File: src/rtl/ubus_pkg.sv
package ubus_pkg;

   localparam int UPC_W    = 5;
   localparam int RIDX_W   = 6;
   localparam int GPR_N    = 32;
   localparam int RF_N     = GPR_N + 1;
   localparam int PC_IDX   = GPR_N;
   localparam int LINK_IDX = GPR_N - 1;
   localparam int UC_DEPTH = 25;

   typedef enum logic [2:0] {
      SEL_RS, SEL_RT, SEL_RD, SEL_PC, SEL_LINK
   } rsel_e;

   typedef enum logic [1:0] {
      ALU_ADD, ALU_SUB, ALU_OR, ALU_INC4
   } alu_op_e;

   typedef enum logic [1:0] {
      EXT_SIGN, EXT_ZERO, EXT_HIGH, EXT_RSVD
   } ext_e;

   typedef enum logic [1:0] {
      SQ_NEXT, SQ_DISPATCH, SQ_FETCH
   } seq_e;

   typedef struct packed {
      rsel_e   reg_sel;
      logic    reg_en;
      logic    reg_wr;
      logic    alu_en;
      logic    mem_en;
      logic    imm_en;
      logic    ld_a;
      logic    ld_b;
      logic    ld_ma;
      logic    ld_ir;
      logic    mem_wr;
      ext_e    ext_sel;
      alu_op_e alu_op;
      seq_e    seq;
   } uword_t;

   localparam logic [5:0] OP_RADD  = 6'h01;
   localparam logic [5:0] OP_RSUB  = 6'h02;
   localparam logic [5:0] OP_ROR   = 6'h03;
   localparam logic [5:0] OP_ADDI  = 6'h08;
   localparam logic [5:0] OP_ORI   = 6'h0D;
   localparam logic [5:0] OP_ORHI  = 6'h0F;
   localparam logic [5:0] OP_LINKI = 6'h11;

   localparam logic [UPC_W-1:0] UA_FETCH = 5'd0;
   localparam logic [UPC_W-1:0] UA_RADD  = 5'd4;
   localparam logic [UPC_W-1:0] UA_RSUB  = 5'd7;
   localparam logic [UPC_W-1:0] UA_ROR   = 5'd10;
   localparam logic [UPC_W-1:0] UA_ADDI  = 5'd13;
   localparam logic [UPC_W-1:0] UA_ORI   = 5'd16;
   localparam logic [UPC_W-1:0] UA_ORHI  = 5'd19;
   localparam logic [UPC_W-1:0] UA_LINKI = 5'd22;

   function automatic logic [UPC_W-1:0] dispatch(input logic [5:0] op);
      case (op)
         OP_RADD:  return UA_RADD;
         OP_RSUB:  return UA_RSUB;
         OP_ROR:   return UA_ROR;
         OP_ADDI:  return UA_ADDI;
         OP_ORI:   return UA_ORI;
         OP_ORHI:  return UA_ORHI;
         OP_LINKI: return UA_LINKI;
         default:  return UA_FETCH;
      endcase
   endfunction

endpackage

File: src/rtl/ubus_alu.sv
module ubus_alu
   import ubus_pkg::*;
#(
   parameter int DATA_W = 32
) (
   input  logic [DATA_W-1:0] opa,
   input  logic [DATA_W-1:0] opb,
   input  alu_op_e           op,
   output logic [DATA_W-1:0] res
);

   localparam logic [DATA_W-1:0] STEP = DATA_W'(4);

   always_comb begin
      case (op)
         ALU_ADD:  res = opa + opb;
         ALU_SUB:  res = opa - opb;
         ALU_OR:   res = opa | opb;
         ALU_INC4: res = opa + STEP;
         default:  res = '0;
      endcase
   end

endmodule

File: src/rtl/ubus_immx.sv
module ubus_immx
   import ubus_pkg::*;
#(
   parameter int DATA_W = 32,
   parameter int IMM_W  = 16
) (
   input  logic [IMM_W-1:0]  imm,
   input  ext_e              mode,
   output logic [DATA_W-1:0] ext
);

   localparam int PAD_W = DATA_W - IMM_W;

   always_comb begin
      case (mode)
         EXT_SIGN: ext = {{PAD_W{imm[IMM_W-1]}}, imm};
         EXT_ZERO: ext = {{PAD_W{1'b0}}, imm};
         EXT_HIGH: ext = {imm, {PAD_W{1'b0}}};
         default:  ext = {{PAD_W{1'b0}}, imm};
      endcase
   end

endmodule

File: src/rtl/ubus_rf.sv
module ubus_rf
   import ubus_pkg::*;
#(
   parameter int                DATA_W   = 32,
   parameter logic [DATA_W-1:0] RESET_PC = '0,
   parameter bit                RF_RESET = 1'b1
) (
   input  logic              clk,
   input  logic              rst_n,
   input  rsel_e             sel,
   input  logic [4:0]        f_rs,
   input  logic [4:0]        f_rt,
   input  logic [4:0]        f_rd,
   input  logic              we,
   input  logic [DATA_W-1:0] wdata,
   output logic [DATA_W-1:0] rdata,
   output logic [RIDX_W-1:0] idx
);

   logic [DATA_W-1:0] view [RF_N];

   always_comb begin
      case (sel)
         SEL_RS:   idx = {1'b0, f_rs};
         SEL_RT:   idx = {1'b0, f_rt};
         SEL_RD:   idx = {1'b0, f_rd};
         SEL_PC:   idx = RIDX_W'(PC_IDX);
         SEL_LINK: idx = RIDX_W'(LINK_IDX);
         default:  idx = RIDX_W'(PC_IDX);
      endcase
   end

   for (genvar i = 0; i < RF_N; i++) begin : g_ent
      logic [DATA_W-1:0] q;
      logic              hit;
      assign hit = we && (idx == RIDX_W'(i));
      if (i == PC_IDX) begin : g_pc
         always_ff @(posedge clk or negedge rst_n) begin
            if (!rst_n)   q <= RESET_PC;
            else if (hit) q <= wdata;
         end
      end else if (RF_RESET) begin : g_clr
         always_ff @(posedge clk or negedge rst_n) begin
            if (!rst_n)   q <= '0;
            else if (hit) q <= wdata;
         end
      end else begin : g_keep
         always_ff @(posedge clk) begin
            if (hit) q <= wdata;
         end
      end
      assign view[i] = q;
   end

   assign rdata = view[idx];

   AST_WRITE_LANDS: assert property (@(posedge clk) disable iff (!rst_n)
      we |=> view[$past(idx)] == $past(wdata));

endmodule

File: src/rtl/ubus_useq.sv
module ubus_useq
   import ubus_pkg::*;
(
   input  logic       clk,
   input  logic       rst_n,
   input  logic       stall,
   input  logic [5:0] opcode,
   output uword_t     uw
);

   logic [UPC_W-1:0] upc_q, upc_d;

   function automatic uword_t u_la(input rsel_e s);
      uword_t w = '0;
      w.reg_sel = s;
      w.reg_en  = 1'b1;
      w.ld_a    = 1'b1;
      w.seq     = SQ_NEXT;
      return w;
   endfunction

   function automatic uword_t u_lb(input rsel_e s);
      uword_t w = '0;
      w.reg_sel = s;
      w.reg_en  = 1'b1;
      w.ld_b    = 1'b1;
      w.seq     = SQ_NEXT;
      return w;
   endfunction

   function automatic uword_t u_li(input ext_e e);
      uword_t w = '0;
      w.imm_en  = 1'b1;
      w.ext_sel = e;
      w.ld_b    = 1'b1;
      w.seq     = SQ_NEXT;
      return w;
   endfunction

   function automatic uword_t u_wb(input alu_op_e op, input rsel_e s, input seq_e q);
      uword_t w = '0;
      w.alu_en  = 1'b1;
      w.alu_op  = op;
      w.reg_sel = s;
      w.reg_wr  = 1'b1;
      w.seq     = q;
      return w;
   endfunction

   always_comb begin
      uw = '0;
      case (upc_q)
         5'd0: begin
            uw.reg_sel = SEL_PC;
            uw.reg_en  = 1'b1;
            uw.ld_ma   = 1'b1;
            uw.seq     = SQ_NEXT;
         end
         5'd1: uw = u_la(SEL_PC);
         5'd2: begin
            uw.mem_en = 1'b1;
            uw.ld_ir  = 1'b1;
            uw.seq    = SQ_NEXT;
         end
         5'd3:  uw = u_wb(ALU_INC4, SEL_PC, SQ_DISPATCH);
         5'd4:  uw = u_la(SEL_RS);
         5'd5:  uw = u_lb(SEL_RT);
         5'd6:  uw = u_wb(ALU_ADD, SEL_RD, SQ_FETCH);
         5'd7:  uw = u_la(SEL_RS);
         5'd8:  uw = u_lb(SEL_RT);
         5'd9:  uw = u_wb(ALU_SUB, SEL_RD, SQ_FETCH);
         5'd10: uw = u_la(SEL_RS);
         5'd11: uw = u_lb(SEL_RT);
         5'd12: uw = u_wb(ALU_OR, SEL_RD, SQ_FETCH);
         5'd13: uw = u_la(SEL_RS);
         5'd14: uw = u_li(EXT_SIGN);
         5'd15: uw = u_wb(ALU_ADD, SEL_RT, SQ_FETCH);
         5'd16: uw = u_la(SEL_RS);
         5'd17: uw = u_li(EXT_ZERO);
         5'd18: uw = u_wb(ALU_OR, SEL_RT, SQ_FETCH);
         5'd19: uw = u_la(SEL_RS);
         5'd20: uw = u_li(EXT_HIGH);
         5'd21: uw = u_wb(ALU_OR, SEL_RT, SQ_FETCH);
         5'd22: uw = u_la(SEL_PC);
         5'd23: uw = u_li(EXT_SIGN);
         5'd24: uw = u_wb(ALU_ADD, SEL_LINK, SQ_FETCH);
         default: uw.seq = SQ_FETCH;
      endcase
   end

   always_comb begin
      if (stall) begin
         upc_d = upc_q;
      end else begin
         case (uw.seq)
            SQ_NEXT:     upc_d = upc_q + 1'b1;
            SQ_DISPATCH: upc_d = dispatch(opcode);
            default:     upc_d = UA_FETCH;
         endcase
      end
   end

   always_ff @(posedge clk or negedge rst_n) begin
      if (!rst_n) upc_q <= UA_FETCH;
      else        upc_q <= upc_d;
   end

   AST_STALL_HOLD: assert property (@(posedge clk) disable iff (!rst_n)
      stall |=> upc_q == $past(upc_q));

   AST_FETCH_RETURN: assert property (@(posedge clk) disable iff (!rst_n)
      (uw.seq == SQ_FETCH && !stall) |=> upc_q == UA_FETCH);

   AST_UPC_RANGE: assert property (@(posedge clk) disable iff (!rst_n)
      upc_q < UPC_W'(UC_DEPTH));

endmodule

File: src/rtl/ubus_cpu.sv
module ubus_cpu
   import ubus_pkg::*;
#(
   parameter int                DATA_W   = 32,
   parameter logic [DATA_W-1:0] RESET_PC = '0,
   parameter bit                RF_RESET = 1'b1
) (
   input  logic              clk,
   input  logic              rst_n,
   output logic [DATA_W-1:0] mem_addr,
   output logic              mem_rd,
   output logic              mem_wr,
   output logic [DATA_W-1:0] mem_wdata,
   input  logic [DATA_W-1:0] mem_rdata,
   input  logic              mem_busy,
   output logic              wb_valid,
   output logic [RIDX_W-1:0] wb_idx,
   output logic [DATA_W-1:0] wb_data
);

   localparam int NSRC  = 4;
   localparam int IMM_W = 16;

   if (DATA_W != 32) begin : g_bad_width
      $error("ubus_cpu: DATA_W must be 32");
   end
   if (RESET_PC[1:0] != 2'b00) begin : g_bad_pc
      $error("ubus_cpu: RESET_PC must be word aligned");
   end

   uword_t            uw;
   logic              stall;
   logic [DATA_W-1:0] ir_q, a_q, b_q, ma_q;
   logic [DATA_W-1:0] rf_rdata, alu_y, imm_y, bus;
   logic              rf_we;
   logic [RIDX_W-1:0] rf_idx;

   assign stall = mem_busy;
   assign mem_rd = uw.mem_en;
   assign rf_we = uw.reg_wr & ~stall;

   logic [NSRC-1:0]   drv_en;
   logic [DATA_W-1:0] drv_val [NSRC];
   logic [DATA_W-1:0] acc [NSRC+1];

   assign drv_en     = {mem_rd, uw.imm_en, uw.alu_en, uw.reg_en};
   assign drv_val[0] = rf_rdata;
   assign drv_val[1] = alu_y;
   assign drv_val[2] = imm_y;
   assign drv_val[3] = mem_rdata;
   assign acc[0]     = '0;

   for (genvar s = 0; s < NSRC; s++) begin : g_bus
      assign acc[s+1] = acc[s] | ({DATA_W{drv_en[s]}} & drv_val[s]);
   end
   assign bus = acc[NSRC];

   ubus_useq u_seq (
      .clk    (clk),
      .rst_n  (rst_n),
      .stall  (stall),
      .opcode (ir_q[31:26]),
      .uw     (uw)
   );

   ubus_rf #(
      .DATA_W   (DATA_W),
      .RESET_PC (RESET_PC),
      .RF_RESET (RF_RESET)
   ) u_rf (
      .clk   (clk),
      .rst_n (rst_n),
      .sel   (uw.reg_sel),
      .f_rs  (ir_q[25:21]),
      .f_rt  (ir_q[20:16]),
      .f_rd  (ir_q[15:11]),
      .we    (rf_we),
      .wdata (bus),
      .rdata (rf_rdata),
      .idx   (rf_idx)
   );

   ubus_alu #(.DATA_W(DATA_W)) u_alu (
      .opa (a_q),
      .opb (b_q),
      .op  (uw.alu_op),
      .res (alu_y)
   );

   ubus_immx #(.DATA_W(DATA_W), .IMM_W(IMM_W)) u_immx (
      .imm  (ir_q[IMM_W-1:0]),
      .mode (uw.ext_sel),
      .ext  (imm_y)
   );

   always_ff @(posedge clk or negedge rst_n) begin
      if (!rst_n) begin
         a_q  <= '0;
         b_q  <= '0;
         ma_q <= '0;
         ir_q <= '0;
      end else if (!stall) begin
         if (uw.ld_a)  a_q  <= bus;
         if (uw.ld_b)  b_q  <= bus;
         if (uw.ld_ma) ma_q <= bus;
         if (uw.ld_ir) ir_q <= bus;
      end
   end

   assign mem_addr  = ma_q;
   assign mem_wr    = uw.mem_wr;
   assign mem_wdata = bus;
   assign wb_valid  = rf_we;
   assign wb_idx    = rf_idx;
   assign wb_data   = bus;

   AST_ONE_DRIVER: assert property (@(posedge clk) disable iff (!rst_n)
      $onehot0(drv_en));

   AST_IR_LOAD: assert property (@(posedge clk) disable iff (!rst_n)
      (uw.ld_ir && !stall) |=> ir_q == $past(mem_rdata));

   AST_IR_HOLD: assert property (@(posedge clk) disable iff (!rst_n)
      stall |=> ir_q == $past(ir_q));

endmodule

File: config.mk
export PLATFORM = sky130hd
export DESIGN_NAME = ubus_cpu
export DESIGN_NICKNAME = d
export VERILOG_FILES = /design/src/rtl/ubus_pkg.sv /design/src/rtl/ubus_alu.sv /design/src/rtl/ubus_immx.sv /design/src/rtl/ubus_rf.sv /design/src/rtl/ubus_useq.sv /design/src/rtl/ubus_cpu.sv
export SDC_FILE = /design/constraint.sdc
export NUM_CORES = 2
export LEC_CHECK = 0
export ABC_AREA = 1
export ABC_CLOCK_PERIOD_IN_PS = 4690
export BUFFER_PORTS_ARGS = -buffer_cell sky130_fd_sc_hd__buf_2
export CAP_MARGIN = 20
export CORE_MARGIN = 3
export CORE_UTILIZATION = 40
export DETAILED_ROUTE_END_ITERATION = 12
export PLACE_DENSITY_LB_ADDON = 0.08
export SKIP_LAST_GASP = 1
export SLEW_MARGIN = 20
export SYNTH_ARGS = -nofsm -noshare
export SYNTH_HDL_FRONTEND = slang
export SYNTH_SLANG_ARGS = --single-unit
File: constraint.sdc
create_clock -name clk -period 4.69 [get_ports clk]
set_input_delay 0.7035 -clock clk [delete_from_list [all_inputs] [get_ports clk]]
set_output_delay 0.7035 -clock clk [all_outputs]
set_load 0.05 [all_outputs]
==> results_dict.tcl <==
set metrics [dict create \
    status "complete, but fails checks" \
    failed_checks "negative setup slack" \
    drc 0 \
    syn2layout_area_growth_pct 30.0 \
    port_buffers 138 \
    synth_async_sr_flop_share_pct 100 \
    final_nets 9608 \
    hold_violations 0 \
    finalSetupViolCount 101 \
    dp_hpwl_um 173000 \
    yosysTopAreaCellShare_pct 48.0 \
    fin_crit_sh_pct 120 \
    grt_pass1_vias 58042 \
    cts_tree "built" \
    yosys-top-cells-area "dfrtp_1 48%, nand2_1 28%, nor2_1 5.8%, inv_1 3.1%, clkbuf_1 1.6%" \
    nFillCells 14810 \
    cp_max_fo 3 \
    critPathRequiredTime_ps 3990 \
    drtAntennaViolNets 0 \
    synth_cells 8875 \
    fmax_mhz 177 \
    rsz0062_at_grt "yes" \
    initial_core_util_pct 40.5 \
    min_period_ps 5650 \
    fp.dieW_um 399 \
    die_area_sq_um 160000 \
    yosysTopAreaCell "dfrtp_1" \
    cts-htree-levels 4 \
    io_pins 140 \
    wirelength_um 281000 \
    synth_edf_count 0 \
    setup.worst_path.start "b_q[1]$_DFFE_PN0P_" \
    place_ws_ps -571 \
    core_sq_um 153000 \
    drv_slew 0 \
    wl_per_cell_um 24.1 \
    yosysWarnings 0 \
    via_count 61358 \
    die_h_um 399 \
    crit_end "wb_data[30]" \
    numCtsBuffers 142 \
    fin_util_pct 52.7 \
    maxSlewHeadroom_pct 40.7 \
    synth-seq-cells 1189 \
    reg2reg_to "u_rf.g_ent[19].q[31]$_DFFE_PN0P_" \
    fin_skew_ps 34.9 \
    first_iter_violations 7183 \
    reg2reg_slack_ps -190 \
    worstHoldPathType "in2reg" \
    timing.rr.start "b_q[0]$_DFFE_PN0P_" \
    drv_cap 0 \
    max_slew.worst_pin.slew_ps 888 \
    grt_first_pass_wirelength_um 402000 \
    cp-start-kind "flip-flop" \
    grt_antenna_before_repair 3 \
    num_rows 143 \
    postLayoutSetupSlackWorst_ps -961 \
    r2r_cells 39 \
    holdCritStartpoint "mem_busy" \
    worstSetupPathType "reg2out" \
    grt_max_degree 126 \
    detail_route.first_pass.iterations 6 \
    synth_nets 8949 \
    yosysUniqueCellTypes 58 \
    clock_latency_ps 800 \
    avgSynthCellArea_sq_um 6.98 \
    place.gp.congestion 0.915 \
    grt_overflow 0 \
    viasPerCell 5.26 \
    synthFlopType "dfrtp_1" \
    clockBufferDepth 3 \
    drive_gt1_share_pct 19.4 \
    cp-end-kind "output port" \
    fin_setup_tns_ps -48310 \
    clk_pin_slew_ps 60 \
    critPathArrivalTime_ps 4950 \
    synth-seq-area-share_pct 48.0 \
    cts.sinks 1189 \
    syn_area_sq_um 61900 \
    grt_usage_pct 34.3 \
    cts_root_buffer "clkbuf_16" \
]
-- critical path, cell delays in order (launching register included) --
cell and delay (ps):
dfrtp_1 400, inv_2 80, buf_4 100, buf_4 110
nand3_4 70, nor3_4 160, nand3_2 130, nor2_4 150
nand2_4 90, nor3_2 160, buf_4 140, inv_1 60
nand2_1 80, xor2_1 190, ha_1 320, a21oi_2 190
o21ai_1 100, a21oi_1 160, nand3_2 140, a21o_1 220
a21boi_2 200, buf_4 150, o21ai_2 60, or2_4 230
nand3_2 70, nand3_2 80, nand3_4 130, buf_8 160
-- registers in the layout (all words and copies together) (netlist names) --
name / count
ir_q: 32
a_q: 32
mem_addr: 32
u_seq.upc_q: 5
u_rf.g_ent.q: 1056
b_q: 32
-- cell families (layout without fill, tap and decap cells) --
group                    Yosys count  after routing  share of synthesized area (%)
AO/OA/AOI/OAI                    514            514                           4.60
XOR/XNOR                          57             57                          0.806
adder cells (fa/ha/maj)           39             39                          0.800
buffers and inverters           1122           1886                           8.39
flip-flops                      1189           1189                           48.0
other                              1              2                        0.00606
AND/OR/NAND/NOR                 5953           5955                           37.3
-- synthesized netlist by cell type (all sizes together) (11+ instances only) --
master and n:
inv 540, a221oi 11, clkbuf 270, nand3b 25
nand2 4704, o22ai 50, nand3 147, ha 38
nor2 972, a21oi 135, dfrtp 1189, o21ai 255
nor3 48, a31oi 13, buf 307, nand4 44
xor2 50
-- cell type report --
type,count,area [sq um],area share (%)
Clock buffer,204,4130,5.13
Sequential cell,1189,29800,37.0
Antenna cell,1,2.50,0.00311
Multi-Input combinational cell,6566,29800,37.0
Inverter,545,2090,2.60
Clock inverter,47,607,0.754
Timing Repair Buffer,1090,11600,14.4
Tap cell,2030,2540,3.15
-- cells in the final DEF, fill, tap and decap left out, types with 33 or more instances in the layout --
master / netlist / layout
nand2_4: 4 / 45
o22ai_1: 50 / 45
buf_12: 0 / 145
o21ai_0: 171 / 125
o21ai_1: 84 / 113
dfrtp_1: 1189 / 1188
buf_8: 0 / 63
nor2_4: 5 / 49
nor2_1: 953 / 866
a21oi_2: 0 / 43
nor2_2: 11 / 54
inv_2: 25 / 40
nand3_2: 2 / 38
buf_4: 125 / 637
nand2_1: 4691 / 4533
clkbuf_16: 0 / 157
nand4_1: 41 / 41
nand3_1: 145 / 81
nand2_2: 9 / 110
clkbuf_8: 0 / 33
buf_2: 123 / 73
inv_1: 514 / 488
buf_6: 48 / 130
xor2_1: 50 / 46
a21oi_1: 135 / 87
-- per-layer routing --
layer,wire [um],track usage (%),vias to the layer above
met5,13,0,-
met4,10500,12.6,2
met3,24200,5.78,473
met2,126000,53.1,2757
met1,120000,48.1,29984
li1,-,-,28142
-- stage by stage --
stage               cells  cell area [sq um]  hold WS [ps]
floorplan            8875              61900           408
global placement    11087              68200           454
detailed placement  11087              68200           457
CTS                 11584              78300           321
global route        11671              80500           339
finish              11672              80500           341
-- what timing repair did --
item,4_1_cts,5_1_grt
setup endpoints to repair,509,743
hold buffers,1,0
setup buffers,248,94
resized for setup,747,350
pin swaps,177,183
endpoints found under the hold margin,85,0
cloned,24,18
-- how the worst min path moves through the flow --
stage / endpoint / slack (ps) / cells past startpoint
detailed placement: u_rf.g_ent[6].q[29]$_DFFE_PN0P_ / 460 / 2
global route: u_seq.upc_q[1]$_DFFE_PN0N_ / 340 / 2
finish: u_seq.upc_q[1]$_DFFE_PN0N_ / 340 / 2
floorplan: a_q[0]$_DFFE_PN0P_ / 410 / 0
CTS: u_seq.upc_q[1]$_DFFE_PN0N_ / 320 / 2
global placement: u_rf.g_ent[0].q[30]$_DFFE_PN0P_ / 450 / 2
Power is not shown: default switching activity piles up to over one toggle a cycle in this logic, so the estimate is an artifact.
